`src/rtl/cal_alarm_pkg.sv`:
```
package cal_alarm_pkg;

    localparam int NUM_FIELDS     = 6;
    localparam int FIELD_BITS     = 12;
    localparam int CTRL_BITS      = 7;
    localparam int GLOBAL_EN_BIT  = 6;
    localparam int PEND_ALARM_BIT = 1;

    // register map
    localparam int ADDR_CTRL = 0;
    localparam int ADDR_FLD0 = 1;
    localparam int ADDR_PEND = 7;

    typedef logic [FIELD_BITS-1:0] fld_t;

    typedef struct packed {
        logic                  glob_en;
        logic [NUM_FIELDS-1:0] mask;
    } ctrl_t;

    // bits kept by each alarm field on a write
    function automatic fld_t keep_mask(input int idx);
        case (idx)
            0:       return fld_t'(12'h07F);
            1:       return fld_t'(12'h07F);
            2:       return fld_t'(12'h03F);
            3:       return fld_t'(12'h03F);
            4:       return fld_t'(12'h01F);
            default: return fld_t'(12'hFFF);
        endcase
    endfunction

endpackage

```
`src/rtl/cal_alarm_regs.sv`:
```
module cal_alarm_regs
    import cal_alarm_pkg::*;
#(
    parameter int ADDR_W = 4,
    parameter int DATA_W = 16
) (
    input  logic                         clk,
    input  logic                         rst,
    input  logic                         we,
    input  logic [ADDR_W-1:0]            addr,
    input  logic [DATA_W-1:0]            wdata,
    input  logic                         pend,
    output ctrl_t                        ctrl_o,
    output fld_t [NUM_FIELDS-1:0]        fld_o,
    output logic [DATA_W-1:0]            rdata
);

    ctrl_t ctrl_q;
    fld_t [NUM_FIELDS-1:0] fld_q;

    always_ff @(posedge clk) begin
        if (rst) begin
            ctrl_q <= '0;
        end else if (we && (int'(addr) == ADDR_CTRL)) begin
            ctrl_q <= ctrl_t'(wdata[CTRL_BITS-1:0]);
        end
    end

    for (genvar i = 0; i < NUM_FIELDS; i++) begin : g_fld
        always_ff @(posedge clk) begin
            if (rst) begin
                fld_q[i] <= '0;
            end else if (we && (int'(addr) == ADDR_FLD0 + i)) begin
                fld_q[i] <= wdata[FIELD_BITS-1:0] & keep_mask(i);
            end
        end
    end

    always_comb begin
        rdata = '0;
        if (int'(addr) == ADDR_CTRL) begin
            rdata = DATA_W'(ctrl_q);
        end else if (int'(addr) == ADDR_PEND) begin
            rdata[PEND_ALARM_BIT] = pend;
        end else begin
            for (int k = 0; k < NUM_FIELDS; k++) begin
                if (int'(addr) == ADDR_FLD0 + k) begin
                    rdata = DATA_W'(fld_q[k]);
                end
            end
        end
    end

    assign ctrl_o = ctrl_q;
    assign fld_o  = fld_q;

endmodule

```
`src/rtl/cal_alarm_match.sv`:
```
module cal_alarm_match
    import cal_alarm_pkg::*;
(
    input  logic                  tick,
    input  ctrl_t                 ctrl,
    input  fld_t [NUM_FIELDS-1:0] alarm,
    input  fld_t [NUM_FIELDS-1:0] cal,
    output logic                  hit
);

    logic [NUM_FIELDS-1:0] agree;

    for (genvar i = 0; i < NUM_FIELDS; i++) begin : g_cmp
        assign agree[i] = !ctrl.mask[i] || (cal[i] == alarm[i]);
    end

    assign hit = tick && ctrl.glob_en && (|ctrl.mask) && (&agree);

endmodule

```
`src/rtl/cal_alarm_pend.sv`:
```
module cal_alarm_pend (
    input  logic clk,
    input  logic rst,
    input  logic set_i,
    input  logic clr_i,
    output logic pend_o
);

    logic pend_q;

    always_ff @(posedge clk) begin
        if (rst) begin
            pend_q <= 1'b0;
        end else begin
            pend_q <= set_i || (pend_q && !clr_i);
        end
    end

    assign pend_o = pend_q;

endmodule

```
`src/rtl/cal_alarm_unit.sv`:
```
module cal_alarm_unit
    import cal_alarm_pkg::*;
#(
    parameter int ADDR_W = 4,
    parameter int DATA_W = 16
) (
    input  logic              clk,
    input  logic              rst,
    input  logic              sec_tick,
    input  logic [7:0]        cal_sec,
    input  logic [7:0]        cal_min,
    input  logic [7:0]        cal_hour,
    input  logic [7:0]        cal_day,
    input  logic [7:0]        cal_mon,
    input  logic [11:0]       cal_year,
    input  logic              reg_we,
    input  logic [ADDR_W-1:0] reg_addr,
    input  logic [DATA_W-1:0] reg_wdata,
    output logic [DATA_W-1:0] reg_rdata,
    output logic              alarm_pending,
    output logic              alarm_irq
);

    ctrl_t                 ctrl_q;
    fld_t [NUM_FIELDS-1:0] alarm_fld;
    fld_t [NUM_FIELDS-1:0] cal_vec;
    logic                  hit_w;
    logic                  clr_w;
    logic                  pend_w;

    assign cal_vec[0] = fld_t'(cal_sec);
    assign cal_vec[1] = fld_t'(cal_min);
    assign cal_vec[2] = fld_t'(cal_hour);
    assign cal_vec[3] = fld_t'(cal_day);
    assign cal_vec[4] = fld_t'(cal_mon);
    assign cal_vec[5] = cal_year;

    assign clr_w = reg_we && (int'(reg_addr) == ADDR_PEND) && reg_wdata[PEND_ALARM_BIT];

    cal_alarm_regs #(.ADDR_W(ADDR_W), .DATA_W(DATA_W)) u_regs (
        .clk    (clk),
        .rst    (rst),
        .we     (reg_we),
        .addr   (reg_addr),
        .wdata  (reg_wdata),
        .pend   (pend_w),
        .ctrl_o (ctrl_q),
        .fld_o  (alarm_fld),
        .rdata  (reg_rdata)
    );

    cal_alarm_match u_match (
        .tick  (sec_tick),
        .ctrl  (ctrl_q),
        .alarm (alarm_fld),
        .cal   (cal_vec),
        .hit   (hit_w)
    );

    cal_alarm_pend u_pend (
        .clk    (clk),
        .rst    (rst),
        .set_i  (hit_w),
        .clr_i  (clr_w),
        .pend_o (pend_w)
    );

    assign alarm_pending = pend_w;
    assign alarm_irq     = pend_w;

endmodule

```
`config.mk`:
```
export PLATFORM = sky130hd
export DESIGN_NAME = cal_alarm_unit
export DESIGN_NICKNAME = d
export VERILOG_FILES = /design/src/rtl/cal_alarm_pkg.sv /design/src/rtl/cal_alarm_regs.sv /design/src/rtl/cal_alarm_match.sv /design/src/rtl/cal_alarm_pend.sv /design/src/rtl/cal_alarm_unit.sv
export SDC_FILE = /design/constraint.sdc
export NUM_CORES = 1
export LEC_CHECK = 0
export ABC_AREA = 0
export BUFFER_PORTS_ARGS = -buffer_cell sky130_fd_sc_hd__buf_2
export CORE_UTILIZATION = 51
export CTS_CLUSTER_SIZE = 28
export DETAILED_ROUTE_END_ITERATION = 8
export PLACE_DENSITY = 0.77
export REMOVE_ABC_BUFFERS = 1
export SYNTH_ARGS = -nofsm -noshare
export SYNTH_HDL_FRONTEND = slang
export SYNTH_SLANG_ARGS = --single-unit
```
`constraint.sdc`:
```
create_clock -name clk -period 1.71 [get_ports clk]
set_clock_uncertainty 0.1 [all_clocks]
set_input_delay 0.0855 -clock clk [delete_from_list [all_inputs] [get_ports clk]]
set_output_delay 0.0855 -clock clk [all_outputs]
set_load 0.005 [all_outputs]
```
Word level (Yosys, flattened, before mapping)
Cells that the tools add are included.
- output and inout port bits: 18
- input bits: 76
- flip-flop bits (word level): 51
- logic and storage cells: 62
- equality and inequality tests: 13
- mux-type cells: 10
- reduce and logical (&&, ||, !) cells: 30
- operator list (kind ; number):
    $mux 7 ; 5
    $mux 16 ; 2
    $eq 4x4->1 const B ; 4
    $eq 8x6->1 ; 2
    $eq 8x7->1 ; 2
    $mux 14 ; 1
    $logic_and 1x1->1 ; 13
    $eq 12x12->1 ; 1
    $eq 4x3->1 const B ; 2
    $eq 8x5->1 ; 1
    $logic_not 1->1 ; 7
    $logic_or 1x1->1 ; 7
    $reduce_and 6->1 ; 1
    $reduce_or 6->1 ; 1
    $eq 4x2->1 const B ; 1
    $logic_not 4->1 ; 1
    $mux 1 ; 2

Logic depth before layout (Yosys ltp)
- word-level depth: 9
- mapped depth: 9
- depth with buffers taken out: 5

Modules after synthesis
From an unflattened synthesis, not the netlist that was laid out.
- cells, all modules: 396
- area, all modules: 3549.7 um^2
- by module, submodules not included (module ; instances ; area an instance (um^2) ; cells an instance):
    cal_alarm_regs ; 1 ; 2655.0 ; 287
    cal_alarm_match ; 1 ; 825.8 ; 101
    cal_alarm_pend ; 1 ; 38.8 ; 4
    cal_alarm_unit ; 1 ; 30.0 ; 4

Least setup slack after synthesis
Ideal clock, no wire load.
- path type: reg-to-reg
- start point: reg u_regs.fld_q (netlist bit u_regs.fld_o[18])
- end point: reg u_pend.pend_q, in the netlist u_pend.pend_o
- arrival time: 1.282 ns
- clock period less this slack: 1.451 ns
- library setup time: 0.069 ns
- cell stages (with the launch flop): 6
- slack: 0.259 ns
- buffers on the path: 0
- cell sequence: dfxtp_1 -> xor2_1 -> or4_1 -> o21ai_0 -> nand4_1 -> o21ai_1
- longest elaborated chain between the ends: 5
- ends and longest elaborated chain (element ; line ; RTL):
    start, declared ; cal_alarm_regs.sv:19 ; fld_t [NUM_FIELDS-1:0] fld_q;
    start signal, assigned by index ; cal_alarm_regs.sv:34 ; fld_q[i] <= wdata[FIELD_BITS-1:0] & keep_mask(i);
    $eq 8x7->1 ; cal_alarm_match.sv:14 ; assign agree[i] = !ctrl.mask[i] || (cal[i] == alarm[i]);
    $logic_or 1x1->1 ; cal_alarm_match.sv:14 ;
    $reduce_and 6->1 ; cal_alarm_match.sv:17 ; assign hit = tick && ctrl.glob_en && (|ctrl.mask) && (&agree);
    $logic_and 1x1->1 ; cal_alarm_match.sv:17 ;
    $logic_or 1x1->1 ; cal_alarm_pend.sv:15 ; pend_q <= set_i || (pend_q && !clr_i);
    end signal, assigned ; cal_alarm_pend.sv:15 ;
    end, declared ; cal_alarm_pend.sv:9 ; logic pend_q;
No other way between the ends.
A chain may end at the register's enable or synchronous reset.

Worst setup path after layout
- start point: reg u_regs.fld_q (netlist bit u_regs.fld_o[26])
- end point: out reg_rdata[2]
- longest elaborated chain between the ends: 6
- ends and longest elaborated chain (element ; line ; RTL):
    $mux 7 (3 in series) ; cal_alarm_regs.sv:47 ; if (int'(addr) == ADDR_FLD0 + k) begin
    $mux 16 ; cal_alarm_regs.sv:47 ;
    $mux 14 ; cal_alarm_regs.sv:43 ; end else if (int'(addr) == ADDR_PEND) begin
    $mux 16 ; cal_alarm_regs.sv:41 ; if (int'(addr) == ADDR_CTRL) begin
    end, declared ; cal_alarm_unit.sv:19 ; output logic [DATA_W-1:0] reg_rdata,
No other way between the ends.

==> flow_results.xml <==
<?xml version="1.0" encoding="UTF-8"?>
<metrics>
  <group name="die">
    <metric name="dieWidth" unit="um">78.8</metric>
    <metric name="io_pins" unit="">94</metric>
    <metric name="effective_utilization_at_floorplan" unit="">0.537</metric>
    <metric name="fp-row-count" unit="">27</metric>
    <metric name="core_region_area" unit="mm2">0.00561</metric>
    <metric name="die_y_extent" unit="um">78.8</metric>
    <metric name="dieArea" unit="mm2">0.00621</metric>
  </group>
  <group name="clock_network">
    <metric name="insertion_delay" unit="ps">300</metric>
    <metric name="tritoncts" unit="">built</metric>
    <metric name="clock_tree.buffer_depth" unit="">2</metric>
    <metric name="ctsHtreeMaxLevel" unit="">2</metric>
    <metric name="cts_root_buffer" unit="">sky130_fd_sc_hd__clkbuf_8</metric>
    <metric name="clock_sink_count" unit="">51</metric>
    <metric name="path_clk_slew" unit="ps">90</metric>
    <metric name="numCtsBuffers" unit="">5</metric>
  </group>
  <group name="drt">
    <metric name="post_drt_wl_per_cell" unit="um">16.5</metric>
    <metric name="detailroute.via_count" unit="">2952</metric>
    <metric name="detail_route.iter0.violations" unit="">209</metric>
    <metric name="ant_nets" unit="">0</metric>
    <metric name="drt-vias-per-instance" unit="">5.64</metric>
    <metric name="drt_first_pass_iters" unit="">4</metric>
    <metric name="drc" unit="">0</metric>
    <metric name="detail_route.wirelength" unit="mm">8.63</metric>
  </group>
  <group name="yosys">
    <metric name="syn-cell-area" unit="mm2">0.00301</metric>
    <metric name="ys_warn_count" unit="">0</metric>
    <metric name="yosysMostFrequentCell" unit="">sky130_fd_sc_hd__dfxtp_1</metric>
    <metric name="synth_area_per_cell" unit="um2">8.46</metric>
    <metric name="postSynth.asyncResetShare" unit="">0</metric>
    <metric name="postSynthRegisterBits" unit="">51</metric>
    <metric name="synth.yosys.seq_area_share" unit="">0.339</metric>
    <metric name="synth.area.top_cells" unit="">sky130_fd_sc_hd__dfxtp_1 (34%), sky130_fd_sc_hd__mux2i_1 (11%), sky130_fd_sc_hd__xnor2_1 (8.4%)</metric>
    <metric name="synthDistinctLibCells" unit="">50</metric>
    <metric name="yosysTopAreaCell" unit="">sky130_fd_sc_hd__dfxtp_1</metric>
    <metric name="netlist_instances" unit="">356</metric>
    <metric name="yosys_top_cell_area_share" unit="">0.339</metric>
    <metric name="synth_enable_flop_cells" unit="">0</metric>
    <metric name="yosys_most_used_dff" unit="">sky130_fd_sc_hd__dfxtp_1</metric>
    <metric name="synth_top_cells_by_count" unit="">sky130_fd_sc_hd__dfxtp_1 (51), sky130_fd_sc_hd__nor2_1 (44), sky130_fd_sc_hd__mux2i_1 (33), sky130_fd_sc_hd__xnor2_1 (29), sky130_fd_sc_hd__a21oi_1 (28)</metric>
  </group>
  <group name="power">
    <metric name="cellLeakagePower" unit="nW">1.65</metric>
    <metric name="power_per_cell_area" unit="mW/mm2">616</metric>
    <metric name="power.ir.vdd_worst" unit="mV">0.343</metric>
  </group>
  <group name="global_routing">
    <metric name="largest_net_degree_at_the_start_of_global_routing" unit="">27</metric>
    <metric name="grt_first_pass_wirelength" unit="mm">13.6</metric>
    <metric name="first_global_vias" unit="">2752</metric>
    <metric name="grt_usage" unit="">0.285</metric>
    <metric name="gr_overflow_total" unit="">0</metric>
    <metric name="initial_antenna_violation_count" unit="">0</metric>
  </group>
  <group name="flow_run">
    <metric name="maxCapViolations" unit="">0</metric>
  </group>
  <group name="cells_and_area">
    <metric name="postLayoutCellArea" unit="mm2">0.00374</metric>
    <metric name="sequential_cell_area" unit="mm2">0.00103</metric>
    <metric name="diodes" unit="">0</metric>
    <metric name="area_growth" unit="%">24.2</metric>
    <metric name="final_nets" unit="">526</metric>
    <metric name="multi_input_area" unit="mm2">0.00186</metric>
    <metric name="final_layout_size_suffix_gt1_frac" unit="">0.310</metric>
    <metric name="final_cell_count_no_fill" unit="">523</metric>
    <metric name="layout.filler_cells" unit="">497</metric>
  </group>
  <group name="critical_path">
    <metric name="worst-path-buf-inv" unit="">1</metric>
    <metric name="timing.reg2reg.worst_path_depth" unit="">6</metric>
    <metric name="startpoint_type" unit="">register</metric>
    <metric name="critical_path_cell_count" unit="">6</metric>
    <metric name="timing.setup.critical_path_class" unit="">register to primary output</metric>
    <metric name="cp-startpoint" unit="">u_regs.fld_o[26]</metric>
    <metric name="r2r_start" unit="">u_regs.fld_o[1]</metric>
    <metric name="critical_path_required" unit="ps">1520</metric>
    <metric name="worst_path_dominant_cell_family" unit="">compound AO/OA/AOI/OAI gates</metric>
    <metric name="worst_reg2reg_path_endpoint" unit="">u_pend.pend_o</metric>
    <metric name="critical-path-max-stage-delay" unit="ps">330</metric>
    <metric name="cp_cell_sequence" unit="">mux2_2 &gt; a22oi_2 &gt; o21bai_1 &gt; a21oi_1 &gt; o21ai_1 &gt; buf_2</metric>
    <metric name="cell_at_the_slowest_stage_of_the_critical_path" unit="">sky130_fd_sc_hd__dfxtp_2</metric>
    <metric name="worstPathMaxFanout" unit="">2</metric>
    <metric name="worst_ep_arrival_time" unit="ps">1550</metric>
    <metric name="worst_setup_path_end_kind" unit="">primary output</metric>
    <metric name="timing.critical_path.to" unit="">reg_rdata[2]</metric>
    <metric name="worst-r2r-setup-slack" unit="ps">60</metric>
  </group>
  <group name="timing">
    <metric name="slew_viol_final" unit="">0</metric>
    <metric name="finalHoldViolations" unit="">0</metric>
    <metric name="timing_worst_slew_pin_value" unit="ps">486</metric>
    <metric name="timing.final.crit_period" unit="ps">1740</metric>
    <metric name="final_critical_path_setup_slack" unit="ps">-26.4</metric>
    <metric name="min_period_over_period" unit="">1.02</metric>
    <metric name="rsz0062_at_grt" unit="">yes</metric>
    <metric name="setup_viol" unit="">1</metric>
    <metric name="max_freq" unit="MHz">576</metric>
    <metric name="timing.slew.headroom" unit="">0.672</metric>
  </group>
  <group name="outcome">
    <metric name="status" unit="">finished, violations left</metric>
    <metric name="failed_checks" unit="">setup timing</metric>
  </group>
  <group name="hold_path">
    <metric name="holdCritPathClass" unit="">input port to register</metric>
  </group>
  <group name="place">
    <metric name="placement.cell_area" unit="mm2">0.00351</metric>
    <metric name="gp_routability_congestion" unit="">0.914</metric>
    <metric name="dp_hpwl" unit="mm">6.36</metric>
    <metric name="placedCellCount" unit="">506</metric>
    <metric name="dp_slack" unit="ps">-9.88</metric>
    <metric name="placement.io_buffers" unit="">85</metric>
  </group>
</metrics>
[cells in the final DEF (no fill, tap or decap), types with 5 or more instances in the layout]
master	synthesis	layout
sky130_fd_sc_hd__buf_2	7	84
sky130_fd_sc_hd__nor2_1	44	44
sky130_fd_sc_hd__dfxtp_1	51	44
sky130_fd_sc_hd__mux2i_1	33	33
sky130_fd_sc_hd__xnor2_1	29	29
sky130_fd_sc_hd__a21oi_1	28	28
sky130_fd_sc_hd__nand2_1	24	24
sky130_fd_sc_hd__nand3_1	22	22
sky130_fd_sc_hd__buf_4	12	21
sky130_fd_sc_hd__xor2_1	14	14
sky130_fd_sc_hd__nand4_1	9	9
sky130_fd_sc_hd__and3_1	7	7
sky130_fd_sc_hd__dfxtp_2	0	7
sky130_fd_sc_hd__dlygate4sd3_1	0	6
sky130_fd_sc_hd__clkbuf_8	0	5
[through the flow]
stage,setup TNS [ps],utilization,hold WS [ps],power (mW)
6_report,-26.4,0.667,26.6,2.30
4_1_cts,-20.9,0.656,29.9,2.29
3_3_place_gp,-18.3,0.626,242,1.61
3_5_place_dp,-9.88,0.626,251,1.62
2_1_floorplan,0,-,54.6,1.39
5_1_grt,-338,0.667,23.2,2.40
[tightest hold or removal path, stage by stage]
cell                      delay (ps)
sky130_fd_sc_hd__buf_2           160
sky130_fd_sc_hd__nand3_1          80
sky130_fd_sc_hd__a21oi_1          50
[report_power, final]
group	total, mW	internal [mW]	switching, mW
combinational	0.405	0.191	0.215
sequential	1.22	1.20	0.0151
clock	0.680	0.288	0.391
[state kept, by name (all words and copies together), names as in the netlist]
register,flops
u_regs.fld_o,43
u_regs.ctrl_o,7
u_pend.pend_o,1
[logic make-up after synthesis]
logic type | Yosys count | share of synthesized area
AND/OR/NAND/NOR | 128 | 0.211
multiplexers | 36 | 0.121
buffers and inverters | 31 | 0.0640
other | 1 | 0.00125
XOR/XNOR | 43 | 0.125
flip-flops | 51 | 0.339
AO/OA/AOI/OAI | 66 | 0.138
[final cells by class]
class / instances / area share
inverters: 1 / 0.00100
clock inverters: 1 / 0.00134
clock buffers: 7 / 0.0204
well taps: 72 / 0.0241
repair buffers: 114 / 0.181
flip-flops and latches: 51 / 0.275
multi-input cells: 277 / 0.497
[layer usage]
metal,part of all wire,GRT usage,vias to the layer above
li1,-,-,1430
met1,0.43,0.384,1369
met2,0.48,0.470,142
met3,0.078,0.0506,11
met4,0.017,0.0745,0
met5,0,0,-
[repair_timing]
action	4_1_cts	5_1_grt
hold buffers	6	0
setup endpoints to repair	5	7
pin swaps	0	13
setup buffers	0	3
gates resized for setup	9	15
endpoints found under the hold margin	9	0
[worst min path at each step]
stage                       start                to  slack (ps)  cells past startpoint
floorplan                     rst  u_regs.ctrl_o[0]          50                      1
global placement    reg_wdata[10]  u_regs.fld_o[70]         240                      3
detailed placement   reg_wdata[7]  u_regs.fld_o[67]         250                      3
CTS                  reg_wdata[0]  u_regs.ctrl_o[0]          30                      3
global route         reg_wdata[0]  u_regs.ctrl_o[0]          20                      3
finish               reg_wdata[5]  u_regs.fld_o[65]          30                      3
No activity file was read; power rests on OpenSTA's default activity.
